## src/rtl/brc_pkg.sv

```systemverilog
package brc_pkg;

    typedef enum logic [2:0] {
        CC_EQ   = 3'b000,
        CC_NE   = 3'b001,
        CC_RSVA = 3'b010,
        CC_RSVB = 3'b011,
        CC_LT   = 3'b100,
        CC_GE   = 3'b101,
        CC_LTU  = 3'b110,
        CC_GEU  = 3'b111
    } cond_code_e;

    typedef struct packed {
        logic taken;
        logic illegal;
    } br_result_t;

    localparam br_result_t BR_IDLE = '{taken: 1'b0, illegal: 1'b0};

    // A code wants the signed ordering when it is a less-than family code
    // (bit 2 set) and not one of the unsigned pair (bit 1 clear).
    function automatic logic needs_signed(input logic [2:0] code);
        return code[2] & ~code[1];
    endfunction

endpackage

```

## src/rtl/brc_operand_prep.sv

```systemverilog
module brc_operand_prep #(
    parameter int XLEN = 32
) (
    input  logic [XLEN-1:0] raw_a,
    input  logic [XLEN-1:0] raw_b,
    input  logic            flip_sign,
    output logic [XLEN-1:0] prep_a,
    output logic [XLEN-1:0] prep_b
);
    localparam int MSB = XLEN - 1;

    // Flipping the top bit of both operands maps the signed ordering onto
    // the unsigned one and leaves equality untouched.
    always_comb begin
        prep_a      = raw_a;
        prep_b      = raw_b;
        prep_a[MSB] = raw_a[MSB] ^ flip_sign;
        prep_b[MSB] = raw_b[MSB] ^ flip_sign;
    end
endmodule

```

## src/rtl/brc_addsub.sv

```systemverilog
module brc_addsub #(
    parameter int XLEN = 32
) (
    input  logic [XLEN-1:0] add_a,
    input  logic [XLEN-1:0] add_b,
    input  logic            sub,
    output logic [XLEN-1:0] sum,
    output logic            carry_out
);
    localparam int EXT = XLEN + 1;

    logic [XLEN-1:0] b_cond;
    logic [EXT-1:0]  wide;

    always_comb begin
        b_cond = add_b ^ {XLEN{sub}};
        wide   = {1'b0, add_a} + {1'b0, b_cond} + EXT'(sub);
    end

    assign sum       = wide[XLEN-1:0];
    assign carry_out = wide[XLEN];
endmodule

```

## src/rtl/brc_resolve.sv

```systemverilog
module brc_resolve #(
    parameter int XLEN = 32
) (
    input  logic [XLEN-1:0]       diff,
    input  logic                  carry_out,
    input  logic                  enable,
    input  logic [2:0]            code,
    output brc_pkg::br_result_t   result
);
    import brc_pkg::*;

    logic zero_prim;
    logic less_prim;
    logic chosen;
    logic reserved;

    always_comb begin
        zero_prim = ~|diff;
        less_prim = ~carry_out;
        chosen    = code[2] ? less_prim : zero_prim;
        reserved  = ~code[2] & code[1];
        if (!enable) begin
            result = BR_IDLE;
        end else if (reserved) begin
            result = '{taken: 1'b0, illegal: 1'b1};
        end else begin
            result = '{taken: chosen ^ code[0], illegal: 1'b0};
        end
    end
endmodule

```

## src/rtl/brc_unit.sv

```systemverilog
module brc_unit #(
    parameter int XLEN       = 32,
    parameter bit REGISTERED = 1'b1
) (
    input  logic            clk,
    input  logic            rst_n,
    input  logic            br_en,
    input  logic [XLEN-1:0] opnd_a,
    input  logic [XLEN-1:0] opnd_b,
    input  logic [2:0]      cond_code,
    output logic            taken_o,
    output logic            illegal_o
);
    import brc_pkg::*;

    logic [XLEN-1:0] pa;
    logic [XLEN-1:0] pb;
    logic [XLEN-1:0] diff;
    logic            cout;
    br_result_t      comb_res;
    br_result_t      out_res;

    brc_operand_prep #(.XLEN(XLEN)) u_prep (
        .raw_a     (opnd_a),
        .raw_b     (opnd_b),
        .flip_sign (needs_signed(cond_code)),
        .prep_a    (pa),
        .prep_b    (pb)
    );

    brc_addsub #(.XLEN(XLEN)) u_addsub (
        .add_a     (pa),
        .add_b     (pb),
        .sub       (br_en),
        .sum       (diff),
        .carry_out (cout)
    );

    brc_resolve #(.XLEN(XLEN)) u_resolve (
        .diff      (diff),
        .carry_out (cout),
        .enable    (br_en),
        .code      (cond_code),
        .result    (comb_res)
    );

    generate
        if (REGISTERED) begin : g_reg
            br_result_t res_q;
            always_ff @(posedge clk or negedge rst_n) begin
                if (!rst_n) res_q <= BR_IDLE;
                else        res_q <= comb_res;
            end
            assign out_res = res_q;
        end else begin : g_comb
            assign out_res = comb_res;
        end
    endgenerate

    assign taken_o   = out_res.taken;
    assign illegal_o = out_res.illegal;
endmodule

```

## config.mk

```make
export PLATFORM = sky130hd
export DESIGN_NAME = brc_unit
export DESIGN_NICKNAME = d
export VERILOG_FILES = /design/src/rtl/brc_pkg.sv /design/src/rtl/brc_operand_prep.sv /design/src/rtl/brc_addsub.sv /design/src/rtl/brc_resolve.sv /design/src/rtl/brc_unit.sv
export SDC_FILE = /design/constraint.sdc
export NUM_CORES = 1
export LEC_CHECK = 0
export BUFFER_PORTS_ARGS = -buffer_cell sky130_fd_sc_hd__buf_4
export CAP_MARGIN = 20
export CORE_MARGIN = 3
export CORE_UTILIZATION = 35
export CTS_CLUSTER_SIZE = 30
export DETAILED_ROUTE_END_ITERATION = 8
export GPL_ROUTABILITY_DRIVEN = 0
export MAX_ROUTING_LAYER = met4
export SLEW_MARGIN = 25
export SYNTH_ARGS = -nofsm -noshare
export SYNTH_HDL_FRONTEND = slang
export SYNTH_HIERARCHICAL = 1
export SYNTH_SLANG_ARGS = --single-unit
```

## constraint.sdc

```tcl
create_clock -name clk -period 0.8 [get_ports clk]
set_input_delay 0.12 -clock clk [delete_from_list [all_inputs] [get_ports clk]]
set_output_delay 0.12 -clock clk [all_outputs]
set_load 0.005 [all_outputs]
```

==> metrics.txt <==
post-route ant nets 0; post-route setup slack -2.21 ns; DR vias 2875; Setup TNS -2.25 ns; placed inst area 3710 um2; drt total wl 7300 um; CP Class in2reg; Slew @ Worst Pin 0.436 ns; VDD IR max 0.762 mV; worst hold path type in2async; NumNets Final 593; std cell rows 31; post-synth top area cell buf_4; f_max 332 MHz; Synth Register Bits 2; core area 7490 um2; Syn-to-layout area delta 40.1%; DR iter-0 viols 98; Final Util 0.519; Seq/Total Area, Yosys 0.0181; Fin. Hold Viols 0; clk slew on worst S/H paths 0.03 ns; clock sink count 2; syn nets 484; initial antenna violation count 0; synth top area cells buf_4, ha_1, xor2_1; Fillers 752; count of inserted antenna diode cells 0; period utilisation layout 3.77; Clock Path Buffers 2; Critical Path AT 3.16 ns; vias in the first global route 2787; fin. max-slew vios 0; post-synth top area share 0.168; violated checks setup timing; status complete, but fails checks; Leak Pwr 1.94 nW; largest net degree at the start of global routing 19; Post-DP HPWL 6270 um; Synth cell types 54; layout cells sized above 1 0.418; total power 4.57 mW; CP Launch Type input port; Syn. warnings 6; Post-synth EDFFs 0; DIE AREA 9030 um2; fraction of registers with async set/reset 1.00; relative slew slack 0.706; PD cells 1180 nW/um2; FF+latch area 50.0 um2; Period minus WS final 3.01 ns; total CTS buffers 3; H-tree depth 1; Max-cap violations 0; Synth Flop Type dfrtp_1; Setup Viol. Count Final 3; Die Y 95.0 um; RSZ-0062 raised after global routing yes; CP endpoint kind register; Gate Count Post-Synth 379; drt first pass iters 5; first-pass GRT wire length 12000 um; final instance area 3880 um2; CTS tree built; GRT overflow 0; DIE WIDTH 95.0 um; CP Max Fanout 18; via/cell ratio 4.91; Min Hold Slack 0.224 ns; Synth top cells by count buf_4, xor2_1, a21oi_1; IO Port Bufs 71; Netlist Area Pre-Place 2770 um2; Syn Area/Cell 7.32 um2; footprint of the multi-input gates 2270 um2; Total GRT Usage 0.164; IO Count 72; Worst setup startpoint br_en; WL/cell 12.5 um; CP required 0.95 ns; Initial Util 0.370; top-count cell post-synth buf_4; DRC errors left 0; CTS root buffer clkbuf_8
## metal layers
metal | wire [um] | track usage | up-vias
met1 | 3500 | 0.218 | 1315
met2 | 3440 | 0.279 | 61
met5 | 0 | - | -
met3 | 344 | 0.0135 | 2
met4 | 15 | 0.0180 | 0
li1 | - | - | 1497
## critical path, cell delays in order
cell      delay [ns]
buf_4           0.14
buf_12          0.16
xor2_1          0.16
ha_1            0.34
a21oi_1         0.19
o21ai_1         0.10
buf_4           0.14
o21bai_2        0.21
buf_4           0.15
a21oi_1         0.19
o21bai_1        0.11
xor2_1          0.15
nor3_1          0.25
nand3_1         0.16
or4_1           0.49
nand3_1         0.09
## path summary, 6_finish.rpt
path                                        to  slack, ns  cells after the start
setup / recovery             taken_o$_DFF_PN0_      -2.21                     16
hold / removal               taken_o$_DFF_PN0_       0.22                      2
max in group asynchronous  illegal_o$_DFF_PN0_       0.48                      2
min in group clk             taken_o$_DFF_PN0_       0.31                      4
## state kept, by name (all words and copies together) (netlist names)
| register | cells |
|---|---|
| illegal_o | 1 |
| taken_o | 1 |
## report_power, final
part	internal [mW]	total [mW]	leakage, nW	switching (mW)
clock network	0.319	0.406	0.0216	0.0874
registers	0.111	0.116	0.0262	0.00538
logic	2.16	4.05	1.89	1.89
## per-stage QoR
step / cells / setup slack [ns]
floorplan: 379 / -2.17
global placement: 577 / -2.47
detailed placement: 577 / -2.53
CTS: 585 / -2.22
global route: 585 / -2.36
finish: 585 / -2.21
## placed cells by master (no fill, tap or decap), types with 13 or more instances in the layout
cell type  Yosys  routed
a21o_1        15      15
buf_4         62     171
xnor2_1       20      20
nand2_1       23      23
xor2_1        43      42
o21ai_0       18      13
a21oi_1       37      35
ha_1          34      34
nor2_1        18      18
inv_1         13      13
## area by class of cell
cell class,instances,area share
Clock buffer,3,0.0106
Inverter,13,0.0126
Multi-Input combinational cell,292,0.585
Sequential cell,2,0.0129
Tap cell,99,0.0319
Timing Repair Buffer,176,0.347
## what timing repair did
action,CTS,global route
setup buffers,4,0
hold buffers,1,0
resized for setup,8,14
setup endpoints to repair,4,3
pin swaps,8,6
hold endpoints to repair,2,0
gates cloned,0,0
## cells by family (layout without fill, tap and decap cells)
logic type,Yosys count,in the layout,share of synthesized area
muxes,2,2,0.00857
adders and majority gates,35,35,0.161
xor gates and xnor gates,63,63,0.199
and+or+nand+nor,85,85,0.162
buffers and inverters,85,192,0.200
AOI/OAI and AO/OA,107,107,0.252
DFF,2,2,0.0181
(Power assumes the default switching activity.)
